<file path="config.mk">
export PLATFORM = sky130hd
export DESIGN_NAME = uart_tx_framer
export DESIGN_NICKNAME = d
export VERILOG_FILES = /design/src/rtl/uart_txf_pkg.sv /design/src/rtl/txf_hold.sv /design/src/rtl/txf_parity.sv /design/src/rtl/txf_shift.sv /design/src/rtl/uart_tx_framer.sv
export SDC_FILE = /design/constraint.sdc
export NUM_CORES = 1
export LEC_CHECK = 0
export BUFFER_PORTS_ARGS = -buffer_cell sky130_fd_sc_hd__buf_2
export CORE_ASPECT_RATIO = 1.1
export CORE_UTILIZATION = 51
export DETAILED_ROUTE_END_ITERATION = 10
export PLACE_DENSITY = 0.8
export SLEW_MARGIN = 10
export SYNTH_ARGS = -nofsm -noshare
export SYNTH_HDL_FRONTEND = slang
export SYNTH_SLANG_ARGS = --single-unit
</file>
<file path="constraint.sdc">
create_clock -name clk -period 1.95 [get_ports clk]
set_input_delay 0.0975 -clock clk [delete_from_list [all_inputs] [get_ports clk]]
set_output_delay 0.0975 -clock clk [all_outputs]
set_load 0.02 [all_outputs]
</file>
<file path="src/rtl/uart_txf_pkg.sv">
package uart_txf_pkg;

  typedef enum logic [2:0] {
    ST_IDLE  = 3'd0,
    ST_START = 3'd1,
    ST_DATA  = 3'd2,
    ST_PAR   = 3'd3,
    ST_STOP  = 3'd4
  } txf_state_e;

  typedef struct packed {
    logic [1:0] len_sel;
    logic       long_stop;
    logic       par_on;
    logic       par_even;
    logic       par_stick;
  } txf_cfg_t;

  function automatic txf_cfg_t decode_line_ctrl(input logic [7:0] word);
    txf_cfg_t c;
    c.len_sel   = word[1:0];
    c.long_stop = word[2];
    c.par_on    = word[3];
    c.par_even  = word[4];
    c.par_stick = word[5];
    return c;
  endfunction

endpackage

</file>
<file path="src/rtl/txf_hold.sv">
module txf_hold #(
  parameter int DATA_W = 8
) (
  input  logic              clk,
  input  logic              rst_n,
  input  logic              in_valid,
  input  logic [DATA_W-1:0] in_data,
  output logic              in_ready,
  input  logic              pop,
  output logic              full,
  output logic [DATA_W-1:0] dout
);

  logic accept;

  assign in_ready = ~full;
  assign accept   = in_valid & ~full;

  always_ff @(posedge clk) begin
    if (!rst_n) begin
      full <= 1'b0;
      dout <= '0;
    end else if (accept) begin
      full <= 1'b1;
      dout <= in_data;
    end else if (pop) begin
      full <= 1'b0;
    end
  end

  AST_ACCEPT_FILLS: assert property (@(posedge clk) disable iff (!rst_n)
    in_valid && in_ready |=> !in_ready);
  AST_POP_NEEDS_BYTE: assert property (@(posedge clk) disable iff (!rst_n)
    pop |-> full);
  AST_HELD_STABLE: assert property (@(posedge clk) disable iff (!rst_n)
    full && !pop |=> $stable(dout) && full);

endmodule

</file>
<file path="src/rtl/txf_parity.sv">
module txf_parity #(
  parameter int DATA_W = 8
) (
  input  logic [DATA_W-1:0] data,
  input  logic [1:0]        len_sel,
  input  logic              par_even,
  input  logic              par_stick,
  output logic              par_bit
);

  localparam int MIN_LEN = 5;

  logic [DATA_W-1:0] masked;
  logic              ones_odd;

  genvar gi;
  generate
    for (gi = 0; gi < DATA_W; gi++) begin : g_mask
      if (gi < MIN_LEN) begin : g_always
        assign masked[gi] = data[gi];
      end else begin : g_sel
        assign masked[gi] = data[gi] & (int'(len_sel) >= gi - MIN_LEN + 1);
      end
    end
  endgenerate

  assign ones_odd = ^masked;

  always_comb begin
    if (par_stick) par_bit = ~par_even;
    else if (par_even) par_bit = ones_odd;
    else par_bit = ~ones_odd;
  end

endmodule

</file>
<file path="src/rtl/txf_shift.sv">
module txf_shift
  import uart_txf_pkg::*;
#(
  parameter int DATA_W     = 8,
  parameter int OVERSAMPLE = 16
) (
  input  logic              clk,
  input  logic              rst_n,
  input  logic              brk,
  input  logic              tick,
  input  logic              byte_avail,
  input  logic [DATA_W-1:0] byte_data,
  input  txf_cfg_t          cfg,
  input  logic              par_in,
  output logic              pop,
  output logic              line_bit,
  output logic              idle
);

  localparam int CNT_W = $clog2(2 * OVERSAMPLE);
  localparam int IDX_W = $clog2(DATA_W + 1);
  localparam logic [CNT_W-1:0] BIT_LAST   = CNT_W'(OVERSAMPLE - 1);
  localparam logic [CNT_W-1:0] STOP1_LAST = CNT_W'(OVERSAMPLE - 1);
  localparam logic [CNT_W-1:0] STOP15_LAST = CNT_W'(OVERSAMPLE + OVERSAMPLE / 2 - 1);
  localparam logic [CNT_W-1:0] STOP2_LAST = CNT_W'(2 * OVERSAMPLE - 1);

  txf_state_e        state;
  logic [CNT_W-1:0]  cnt;
  logic [IDX_W-1:0]  idx;
  logic [DATA_W-1:0] shreg;
  txf_cfg_t          cfg_q;
  logic              par_q;
  logic [IDX_W-1:0]  idx_last;
  logic [CNT_W-1:0]  stop_last;
  logic              bit_done;

  assign idx_last = IDX_W'(4) + IDX_W'(cfg_q.len_sel);
  assign pop      = (state == ST_IDLE) && byte_avail && !brk;
  assign idle     = (state == ST_IDLE);

  always_comb begin
    if (!cfg_q.long_stop) stop_last = STOP1_LAST;
    else if (cfg_q.len_sel == 2'd0) stop_last = STOP15_LAST;
    else stop_last = STOP2_LAST;
  end

  assign bit_done = tick && (cnt == ((state == ST_STOP) ? stop_last : BIT_LAST));

  always_ff @(posedge clk) begin
    if (!rst_n) begin
      state <= ST_IDLE;
      cnt   <= '0;
      idx   <= '0;
      shreg <= '0;
      cfg_q <= '0;
      par_q <= 1'b0;
    end else if (brk) begin
      state <= ST_IDLE;
      cnt   <= '0;
    end else begin
      if (state != ST_IDLE && tick) begin
        cnt <= bit_done ? '0 : cnt + CNT_W'(1);
      end
      unique case (state)
        ST_IDLE: begin
          if (byte_avail) begin
            state <= ST_START;
            cnt   <= '0;
            idx   <= '0;
            shreg <= byte_data;
            cfg_q <= cfg;
            par_q <= par_in;
          end
        end
        ST_START: if (bit_done) state <= ST_DATA;
        ST_DATA: begin
          if (bit_done) begin
            shreg <= shreg >> 1;
            if (idx == idx_last) state <= cfg_q.par_on ? ST_PAR : ST_STOP;
            else idx <= idx + IDX_W'(1);
          end
        end
        ST_PAR:  if (bit_done) state <= ST_STOP;
        ST_STOP: if (bit_done) state <= ST_IDLE;
        default: state <= ST_IDLE;
      endcase
    end
  end

  always_comb begin
    unique case (state)
      ST_START: line_bit = 1'b0;
      ST_DATA:  line_bit = shreg[0];
      ST_PAR:   line_bit = par_q;
      default:  line_bit = 1'b1;
    endcase
  end

  AST_BREAK_ABORTS: assert property (@(posedge clk) disable iff (!rst_n)
    brk |=> state == ST_IDLE);
  AST_LOAD_STARTS: assert property (@(posedge clk) disable iff (!rst_n)
    pop |=> state == ST_START && cnt == '0);
  AST_COUNT_HOLDS: assert property (@(posedge clk) disable iff (!rst_n)
    !tick && !brk && state != ST_IDLE |=> $stable(cnt));
  AST_STOP_WINDOW: assert property (@(posedge clk) disable iff (!rst_n)
    state != ST_STOP |-> cnt <= BIT_LAST);

endmodule

</file>
<file path="src/rtl/uart_tx_framer.sv">
module uart_tx_framer
  import uart_txf_pkg::*;
#(
  parameter int DATA_W     = 8,
  parameter int OVERSAMPLE = 16
) (
  input  logic              clk,
  input  logic              rst_n,
  input  logic [7:0]        lcr_i,
  input  logic              baud_tick_i,
  input  logic              in_valid_i,
  input  logic [DATA_W-1:0] in_data_i,
  output logic              in_ready_o,
  output logic              txd_o,
  output logic              thr_empty_o,
  output logic              tx_empty_o
);

  localparam int BRK_POS = 6;

  txf_cfg_t          cfg;
  logic              brk;
  logic              hold_full;
  logic [DATA_W-1:0] hold_data;
  logic              pop;
  logic              par_bit;
  logic              line_bit;
  logic              shift_idle;

  assign cfg = decode_line_ctrl(lcr_i);
  assign brk = lcr_i[BRK_POS];

  txf_hold #(.DATA_W(DATA_W)) hold_i (
    .clk      (clk),
    .rst_n    (rst_n),
    .in_valid (in_valid_i),
    .in_data  (in_data_i),
    .in_ready (in_ready_o),
    .pop      (pop),
    .full     (hold_full),
    .dout     (hold_data)
  );

  txf_parity #(.DATA_W(DATA_W)) par_i (
    .data      (hold_data),
    .len_sel   (cfg.len_sel),
    .par_even  (cfg.par_even),
    .par_stick (cfg.par_stick),
    .par_bit   (par_bit)
  );

  txf_shift #(.DATA_W(DATA_W), .OVERSAMPLE(OVERSAMPLE)) shift_i (
    .clk        (clk),
    .rst_n      (rst_n),
    .brk        (brk),
    .tick       (baud_tick_i),
    .byte_avail (hold_full),
    .byte_data  (hold_data),
    .cfg        (cfg),
    .par_in     (par_bit),
    .pop        (pop),
    .line_bit   (line_bit),
    .idle       (shift_idle)
  );

  assign txd_o       = brk ? 1'b0 : line_bit;
  assign thr_empty_o = ~hold_full;
  assign tx_empty_o  = ~hold_full & shift_idle;

  AST_BREAK_LOW: assert property (@(posedge clk) disable iff (!rst_n)
    brk |-> !txd_o);
  AST_EMPTY_ORDER: assert property (@(posedge clk) disable iff (!rst_n)
    tx_empty_o |-> thr_empty_o);
  AST_IDLE_HIGH: assert property (@(posedge clk) disable iff (!rst_n)
    tx_empty_o && !brk |-> txd_o);

endmodule

</file>
# ---- Word level (Yosys, flattened, before mapping)
# Cells that the tools add are included.
dict set report totals {
  reg_bits 34
}
dict set report op_classes {
  addsub 3
  order_cmp 3
  eq_ne 13
  muxes 28
  n_bitwise 10
  n_reduce_logical 16
}
# operator n
set op_table {}
lappend op_table {{two-way mux 5 bit} 6}
lappend op_table {{two-way mux 3 bit} 7}
lappend op_table {{two-way mux 4 bit} 4}
lappend op_table {{two-way mux 8 bit} 2}
lappend op_table {{one-hot mux 8 bit (2 select lines)} 1}
lappend op_table {{one-hot mux 3 bit (5 select lines)} 1}
lappend op_table {{!= test 2 x 1 -> 1 bit (second input constant)} 6}
lappend op_table {{one-hot mux 4 bit (2 select lines)} 1}
lappend op_table {{XOR reduction 8 bit} 1}
lappend op_table {{equality test 3 x 2 -> 1 bit (second input constant)} 2}
lappend op_table {{AND reduction 6 bit} 1}
lappend op_table {{adder 5 x 1 -> 5 bit (second input constant)} 1}
lappend op_table {{AND 1 bit} 5}
lappend op_table {{equality test 5 bit} 1}
lappend op_table {{two-way mux 1 bit} 5}
lappend op_table {{inverter 1 bit} 5}
lappend op_table {{AND reduction 5 bit} 1}
lappend op_table {{adder 3 x 2 -> 4 bit (first input constant)} 1}
lappend op_table {{adder 4 x 1 -> 4 bit (second input constant)} 1}
lappend op_table {{equality test 4 bit} 1}
lappend op_table {{greater-or-equal comparator 2 bit (second input constant)} 2}
lappend op_table {{logical AND 1 bit} 4}
lappend op_table {{AND reduction 4 bit} 1}
lappend op_table {{nonzero test 2 bit} 2}
lappend op_table {{11 further kinds} 11}

# ---- Depth between registers and ports, before layout
# Gate-level depths: netlist of the first run.
dict set report logic_depth {
  depth_word 10
  depth_mapped 8
  ltp_nobuf 6
}

# ---- Hierarchy
# A second synthesis of the first run with hierarchy kept.
dict set report hier_totals {
  hier_cells 210
  hier_area_um2 1893.1
}
# mod n_inst cells_each area_each_um2
set modules_own_cells {}
lappend modules_own_cells {txf_shift 1 151 1341.3}
lappend modules_own_cells {txf_hold 1 40 376.6}
lappend modules_own_cells {txf_parity 1 16 151.4}
lappend modules_own_cells {uart_tx_framer 1 3 23.8}

# ---- Least setup slack after synthesis of the first run
# OpenSTA, ideal clock, no wires.
dict set report synth_path {
  kind {register -> register}
  from {reg shift_i.state[2]}
  to {reg shift_i.idx[2]}
  t_arrival_ps 1939
  setup_slack_ps -59
  path_stages_with_launch 9
  n_path_buf 2
  path_cell_list {dfxtp_1 > buf_6 > or3b_1 > buf_6 > a41oi_2 > o21bai_2 > or2_1 > or4_1 > a21oi_1}
}
dict set report synth_between {
  elab_chain_len 6
  word_cells_on_any_way 12
}
# element line
set synth_lines {}
lappend synth_lines {{start: declaration} txf_shift.sv:27} ;# txf_state_e state;
lappend synth_lines {{start signal: assignment} txf_shift.sv:79} ;# if (idx == idx_last) state <= cfg_q.par_on ? ST_PAR : ST_STOP;
lappend synth_lines {{equality test 3 bit} txf_shift.sv:47} ;# assign bit_done = tick && (cnt == ((state == ST_STOP) ? stop_last : BIT_LAST));
lappend synth_lines {{two-way mux 5 bit} txf_shift.sv:47}
lappend synth_lines {{equality test 5 bit} txf_shift.sv:47}
lappend synth_lines {{logical AND 1 bit} txf_shift.sv:47}
lappend synth_lines {{!= test 2 x 1 -> 1 bit (no source line)} n/a}
lappend synth_lines {{AND reduction 5 bit (no source line)} n/a}
lappend synth_lines {{end signal: assignment} txf_shift.sv:80} ;# else idx <= idx + IDX_W'(1);
lappend synth_lines {{end: declaration} txf_shift.sv:29} ;# logic [IDX_W-1:0] idx;
# Parallel ways exist; a longest one is shown, timed or not.
# A chain may end at the register's enable or synchronous reset.

# ---- Worst setup path after layout of the first run
dict set report layout_path {
  from {reg shift_i.state[0]}
  to {reg shift_i.shreg[2]}
}
dict set report layout_between {
  elab_chain_len 6
  word_cells_on_any_way 11
}
# element line
set layout_lines {}
lappend layout_lines {{equality test 3 bit} txf_shift.sv:47}
lappend layout_lines {{two-way mux 5 bit} txf_shift.sv:47}
lappend layout_lines {{equality test 5 bit} txf_shift.sv:47}
lappend layout_lines {{logical AND 1 bit} txf_shift.sv:47}
lappend layout_lines {{!= test 2 x 1 -> 1 bit (no source line)} n/a}
lappend layout_lines {{AND reduction 4 bit (no source line)} n/a}
lappend layout_lines {{end signal: assignment} txf_shift.sv:70} ;# shreg <= byte_data;
lappend layout_lines {{end signal: assignment} txf_shift.sv:78} ;# shreg <= shreg >> 1;
lappend layout_lines {{end: declaration} txf_shift.sv:30} ;# logic [DATA_W-1:0] shreg;
# Parallel ways exist; a longest one is shown, timed or not.

==> summary.md, run 1 <==
| Metric | Value |
|---|---|
| Die W | `around 60 µm` |
| Violated checks | `negative setup slack` |
| Primary FF master, synth | `dfxtp_1` |
| Post-route ant nets | `0` |
| Sw Ratio | `0.272` |
| Reg2reg end | `shift_i.shreg[2]$_SDFFE_PN0P_` |
| Vias/cell | `5.26` |
| Power after layout | `between 1.5 and 2 mW` |
| Dpl cells | `~280` |
| Skew final | `around 8.6 ps` |
| Peak VDD IR | `409 µV` |
| Fin crit share | `1.00` |
| Longest Clk Path Bufs | `2` |
| Mapped Area | `~0.0018 mm²` |
| Setup CP Type | `reg2reg` |
| Synth Net Count | `224` |
| Max-slew headroom | `0.634` |
| Io pins | `24` |
| CP startpoint kind | `flip-flop` |
| Least-Margin Pin Slew | `around 550 ps` |
| Max_cap viols | `0` |
| Total CTS buffers | `5` |
| Crit path launch | `shift_i.state[0]$_SDFFE_PP0P_` |
| Share of cells above drive strength 1 | `0.306` |
| Maximum net fanout on the critical path | `8` |
| RSZ-0062 raised after global routing | `true` |
| Mapped Avg Cell Area | `between 8 and 9 µm²` |
| Leak Pwr | `0.857 nW` |
| CTS clk-pin slew, worst paths | `between 100 and 150 ps` |
| CTS sink cnt | `34` |
| N_diodes | `0` |
| Seq cells post-synth | `34` |
| Final WS setup | `-1.33 ps` |
| Post-synth EDFFs | `0` |
| FF-to-FF Start | `shift_i.state[0]$_SDFFE_PP0P_` |
| Nets | `273` |
| Gpl congestion | `around 0.8` |
| Final std cells w/o fill | `300` |
| HP Class | `in2reg` |
| Yosys top cell by area | `dfxtp_1` |
| Critical Path End Type | `flip-flop` |
| Largest net degree at the start of global routing | `20` |
| Final Hold Viols | `0` |
| Synth-to-Final Area Change | `28.1%` |
| First drt pass iteration count | `4` |
| Top cell type's share of synthesized area | `0.382` |
| Global-route wire length before repair | `between 6 and 7 mm` |
| Beginning of the worst hold path | `lcr_i[3]` |
| Initial antenna violation count | `0` |
| WHS Path Cells | `3` |
| Clock power share | `0.339` |
| Most frequent cells in the layout | `dfxtp_1 (31), nor2_1 (26), buf_2 (22)` |
| Minimum clock period | `around 2000 ps` |
| Status | `finished, violations left` |
| Die Height | `~64 µm` |
| Worst reg2reg path depth | `7` |
| Setup violators final | `2` |
| Max H-tree Level | `2` |
| Synth unique cells | `44` |
| Switch Pwr | `roughly 0.43 mW` |
| Commonest non-fill, non-tap cell in the layout | `dfxtp_1` |
| CTS tree | `yes` |
| Reg power frac | `0.483` |
| Vias in the first global route | `around 1500` |
| Fin. max-slew vios | `0` |
| CTS Root Cell | `clkbuf_4` |
| F_max | `between 0.5 and 0.6 GHz` |
| Final core utilization | `0.686` |
| YS warnings | `0` |
| Initial DRC count | `27` |
| DP Wirelength | `about 2.6 mm` |
| Final WL | `between 3 and 4 mm` |
| Port Buffers | `22` |
| Combinational Power Share | `0.178` |
| Core Region | `between 0.003 and 0.004 mm²` |
| Starting Density | `0.535` |
| Drt drc | `0` |
| Clk_lat worst skew | `approximately 340 ps` |
| Pint | `roughly 1.1 mW` |
| WHS Endpoint | `shift_i.cfg_q[2]$_SDFFE_PN0P_` |
| Worst R2R Setup Slack | `-1 ps` |
| Worst EP arrival | `around 2200 ps` |
| Pwr dens | `685 mW/mm²` |
| Cells after Synth | `a little over 200` |
| Async SR Flop Fraction | `0` |
| # rows | `22` |
| Worst EP required | `2190 ps` |
| Top cells by area, synth | `dfxtp_1 (38%), mux2i_1 (9.0%), nor2_1 (6.5%)` |
| Sequential area share after synthesis | `0.382` |
| Overflow after GRT | `0` |
| Avg WL per Cell | `~13 µm` |
| All-Layer GR Usage | `0.237` |
| Die area | `roughly 0.0037 mm²` |
| Via count | `between 1500 and 2000` |
critical path: stages, from the launching register on:
cell	delay, ps
dfxtp_2	360
and4bb_4	370
and3b_2	220
o211ai_4	100
a2111oi_4	360
buf_6	190
nor2_1	50
a311oi_1	210
cell usage after synthesis (2+ instances only):
| master | instances |
|---|---|
| a211oi_1 | 2 |
| a21oi_1 | 7 |
| a311oi_1 | 8 |
| buf_6 | 3 |
| clkbuf_1 | 6 |
| dfxtp_1 | 34 |
| ha_1 | 2 |
| inv_1 | 6 |
| mux2i_1 | 16 |
| nand2_1 | 19 |
| nand2b_1 | 4 |
| nand3_1 | 3 |
| nand4_1 | 2 |
| nor2_1 | 31 |
| nor2b_1 | 6 |
| nor3b_1 | 3 |
| o21a_1 | 2 |
| o21ai_0 | 8 |
| or2_2 | 2 |
| or3_1 | 2 |
| or4_1 | 2 |
| xnor2_1 | 9 |
| xor2_1 | 4 |
power groups by stage:
| stage | Clock (mW) | Combinational (mW) | Sequential [mW] |
|---|---|---|---|
| final | 0.530 | 0.278 | 0.755 |
| after global routing | 0.564 | 0.303 | 0.760 |
| after CTS | 0.540 | 0.273 | 0.753 |
| after detailed placement | 0 | 0.244 | 0.769 |
| after global placement | 0 | 0.239 | 0.768 |
| after floorplan | 0 | 0.169 | 0.761 |
stage by stage:
stage / hold slack [ps] / TNS [ps] / setup slack [ps] / instance area, µm²
5_1_grt: 1.90 / -757 / -85.0 / 2280
3_3_place_gp: 330 / -8.23 / -7.24 / 2040
6_report: 18.5 / -2.37 / -1.33 / 2280
4_1_cts: 7.28 / 0 / 3.69 / 2260
2_1_floorplan: 245 / -175 / -45.3 / 1780
3_5_place_dp: 340 / -562 / -71.9 / 2040
metal layers:
| layer | routed length [µm] | track usage |
|---|---|---|
| met1 | 1670 | 0.262 |
| met3 | 156 | 0.0709 |
| met4 | 37 | 0.0833 |
| met5 | 0 | 0 |
| met2 | 2130 | 0.422 |
sequential cells by signal (all words and copies together), names as in the netlist:
| register | cells |
|---|---|
| shift_i.shreg | 8 |
| shift_i.par_q | 1 |
| shift_i.state | 3 |
| hold_i.dout | 8 |
| hold_i.full | 1 |
| shift_i.cnt | 5 |
| shift_i.cfg_q | 4 |
| shift_i.idx | 4 |
final cells by class:
| class | instances | area (µm²) |
|---|---|---|
| tap | 48 | 60.1 |
| inverter | 7 | 26.3 |
| multi-input combinational | 151 | 1070 |
| fill | 252 | 1050 |
| sequential | 34 | 687 |
| clock buffer | 5 | 37.5 |
| clock inverter | 3 | 45.0 |
| timing repair buffer | 52 | 360 |
kinds of logic (layout without fill, tap and decap cells):
kind of cell	Yosys count	after routing	synth area share
xor gates and xnor gates	13	13	0.0639
buffers and inverters	17	67	0.0505
AOI/OAI and AO/OA	36	36	0.165
muxes	16	16	0.0898
adders and majority gates	2	2	0.0140
DFF	34	34	0.382
and+or+nand+nor	84	84	0.235
worst max-delay path by stage:
stage,endpoint,cells past startpoint
after global placement,shift_i.shreg[4]$_SDFFE_PN0P_,7
after CTS,shift_i.idx[2]$_SDFFE_PN0P_,6
after floorplan,shift_i.idx[2]$_SDFFE_PN0P_,8
final,shift_i.shreg[2]$_SDFFE_PN0P_,7
after global routing,shift_i.idx[2]$_SDFFE_PN0P_,6
after detailed placement,shift_i.idx[2]$_SDFFE_PN0P_,6
what timing repair did:
item,in CTS,in global routing
hold endpoints to repair,7,0
hold buffers,7,0
setup buffers,1,1
gates resized for setup,16,6
endpoints found under the setup margin,13,14
gates cloned,1,0
pin swaps,3,4
(Power assumes the default switching activity.)
==> inputs of run 2 (changes only) <==
- PLACE_DENSITY: 0.8 -> default
- PLACE_DENSITY_LB_ADDON: default -> 0.15
- SETUP_SLACK_MARGIN: default -> 0.05
==> run 2 against run 1 <==
  * The run still ends with negative setup slack left
  * Critical path type unchanged
  * Global-route usage up 1.3 points
  * Register-to-register slack worse by 70 ps
  * Maximum frequency is 3.6% lower
  * Non-clock buffer count up 3
  * Utilization grew 1.4 points
  * Count of clock-buffer cells in the layout grew 1
==> summary.md, run 2 (same netlist as run 1, synthesis figures left out) <==
| Metric | Value |
|---|---|
| Worst EP arrival | `2270 ps (+80 ps)` |
| Most frequent cells in the layout | `dfxtp_1 (31), nor2_1 (26), buf_2 (22)` |
| Global-route wire length before repair | `7.24 mm (+8.1%)` |
| Longest Clk Path Bufs | `2 (unchanged)` |
| Minimum clock period | `2030 ps (+73.8 ps)` |
| Drt drc | `0 (unchanged)` |
| Slowest stage cell, crit path | `a2111oi_4` |
| Worst reg2reg path depth | `7 (unchanged)` |
| Clk_lat worst skew | `350 ps (about the same)` |
| DP Wirelength | `2.90 mm (+11%)` |
| Final std cells w/o fill | `303 (+1.0%)` |
| Initial DRC count | `62 (+130%)` |
| Fin. max-slew vios | `0 (unchanged)` |
| Least-Margin Pin Slew | `559 ps (+13.4 ps)` |
| Core Region | `0.00333 mm² (unchanged)` |
| Overflow after GRT | `0 (unchanged)` |
| CTS tree | `yes` |
| Dpl cells | `282 (unchanged)` |
| CP peak stage delay | `390 ps (+20 ps)` |
| Fillers | `272 (+7.9%)` |
| Avg WL per Cell | `13.7 µm (+3.1%)` |
| # rows | `22 (unchanged)` |
| F_max | `0.494 GHz (-3.6%)` |
| Skew final | `10.3 ps (+1.79 ps)` |
| Largest regs | `hold_i.dout (8), shift_i.shreg (8), shift_i.cnt (5)` |
| Die Height | `64.0 µm (unchanged)` |
| Buffers & Inverters on Critical Path | `1 (unchanged)` |
| Nets | `276 (+1.1%)` |
| Commonest non-fill, non-tap cell in the layout | `dfxtp_1` |
| CTS sink cnt | `34 (unchanged)` |
| Leak Pwr | `0.878 nW (+2.4%)` |
| Port Buffers | `22 (unchanged)` |
| Final Hold Viols | `0 (unchanged)` |
| Fin crit share | `1.04 (+0.0379)` |
| Gpl congestion | `0.813 (+4.5%)` |
| Worst R2R Setup Slack | `-80 ps (-70 ps)` |
| Post-DP Area | `0.00204 mm² (unchanged)` |
| N_diodes | `0 (unchanged)` |
| First drt pass iteration count | `5 (+1)` |
| Starting Density | `0.535 (unchanged)` |
| Peak VDD IR | `436 µV (+6.7%)` |
| Die area | `0.00374 mm² (unchanged)` |
| Worst path cell trace | `and4bb_4 > and3b_2 > o211ai_4 > a2111oi_4 > buf_6 > nor2_2 > a311oi_2` |
| WHS Path Cells | `3 (unchanged)` |
| Violated checks | `negative setup slack` |
| Post-route ant nets | `0 (unchanged)` |
| Final WL | `4.16 mm (+4.2%)` |
| Vias/cell | `5.37 (+2.1%)` |
| Critical Path Stages | `7 (unchanged)` |
| Status | `finished, violations left` |
| All-Layer GR Usage | `0.251 (+0.0135)` |
| Critical Path End Type | `flip-flop` |
| Design Area, Final | `0.00233 mm² (+2.0%)` |
| RSZ-0062 raised after global routing | `true` |
| Share of cells above drive strength 1 | `0.325 (+0.0199)` |
| CP startpoint kind | `flip-flop` |
| Synth-to-Final Area Change | `30.7%` |
| HP Class | `in2reg` |
| Total CTS buffers | `5 (unchanged)` |
| Max H-tree Level | `2 (unchanged)` |
| Setup violators final | `11 (+9)` |
| Io pins | `24 (unchanged)` |
| Via count | `1627 (+3.2%)` |
| Max-slew headroom | `0.625 (-0.00901)` |
| Final WS setup | `-75.2 ps (-73.8 ps)` |
| Final core utilization | `0.699 (+0.0139)` |
| Die W | `58.4 µm (unchanged)` |
| Pwr dens | `640 mW/mm² (-6.5%)` |
| Initial antenna violation count | `0 (unchanged)` |
| Vias in the first global route | `1689 (+12%)` |
| Max_cap viols | `0 (unchanged)` |
| Delay-heaviest family, CP | `compound AO/OA/AOI/OAI gates` |
| Maximum net fanout on the critical path | `7 (-1)` |
| CTS Root Cell | `clkbuf_4` |
| CTS clk-pin slew, worst paths | `110 ps (about the same)` |
| Worst EP required | `2190 ps (about the same)` |
| Largest net degree at the start of global routing | `20 (unchanged)` |
| Setup CP Type | `reg2reg` |
-- run 2: final timing paths --
path | start | endpoint
max | shift_i.state[0]$_SDFFE_PP0P_ | shift_i.shreg[1]$_SDFFE_PN0P_
min | in_valid_i | hold_i.full$_SDFFE_PN0P_
max reg2reg | shift_i.state[0]$_SDFFE_PP0P_ | shift_i.shreg[1]$_SDFFE_PN0P_
min reg2reg | shift_i.shreg[5]$_SDFFE_PN0P_ | shift_i.shreg[4]$_SDFFE_PN0P_
-- run 2: what timing repair did --
action,CTS,global route
buffers inserted,3,3
cloned,1,0
pin swaps,11,2
setup endpoints to repair,20,21
resized for setup,17,15
hold buffers,6,0
hold endpoints to repair,6,0
-- run 2: where the power goes --
part,switching (mW),total (mW),internal [mW]
combinational,0.147,0.306,0.159
clock,0.256,0.429,0.173
sequential,0.0295,0.756,0.727
-- run 2: layer usage --
layer | up-vias | wire [µm] | global-route usage | part of all wire
met3 | 11 | 133 | 0.0526 | 0.032
li1 | 807 | - | - | -
met2 | 34 | 2210 | 0.437 | 0.53
met4 | 0 | 82 | 0.113 | 0.020
met1 | 775 | 1740 | 0.289 | 0.42
met5 | - | 0 | 0 | 0
-- run 2: worst reg2reg max path: cells and delay by family, from the launching register on --
family,cells,cell delay [ps]
compound gates,3,730
simple gates,3,640
buf+inv,1,200
flops,1,370
-- run 2: through the flow --
step | hold WS, ps | TNS [ps] | worst slack, ps | power (mW)
5_1_grt | 32.1 | -1240 | -124 | 1.55
3_5_place_dp | 345 | -868 | -112 | 1.02
3_3_place_gp | 330 | 0 | 5.32 | 1.00
6_report | 1.92 | -276 | -75.2 | 1.49
2_1_floorplan | 245 | -175 | -45.3 | 0.930
4_1_cts | 2.94 | -29.8 | -17.5 | 1.47
-- run 2: layout make-up --
class / count / area [µm²] / share of cell area
multi-input cells: 151 / 1090 / 0.469
flip-flops and latches: 34 / 687 / 0.295
repair buffers: 55 / 399 / 0.171
well taps: 48 / 60.1 / 0.0258
clock buffers: 6 / 51.3 / 0.0220
inverters: 7 / 26.3 / 0.0113
clock inverters: 2 / 12.5 / 0.00537
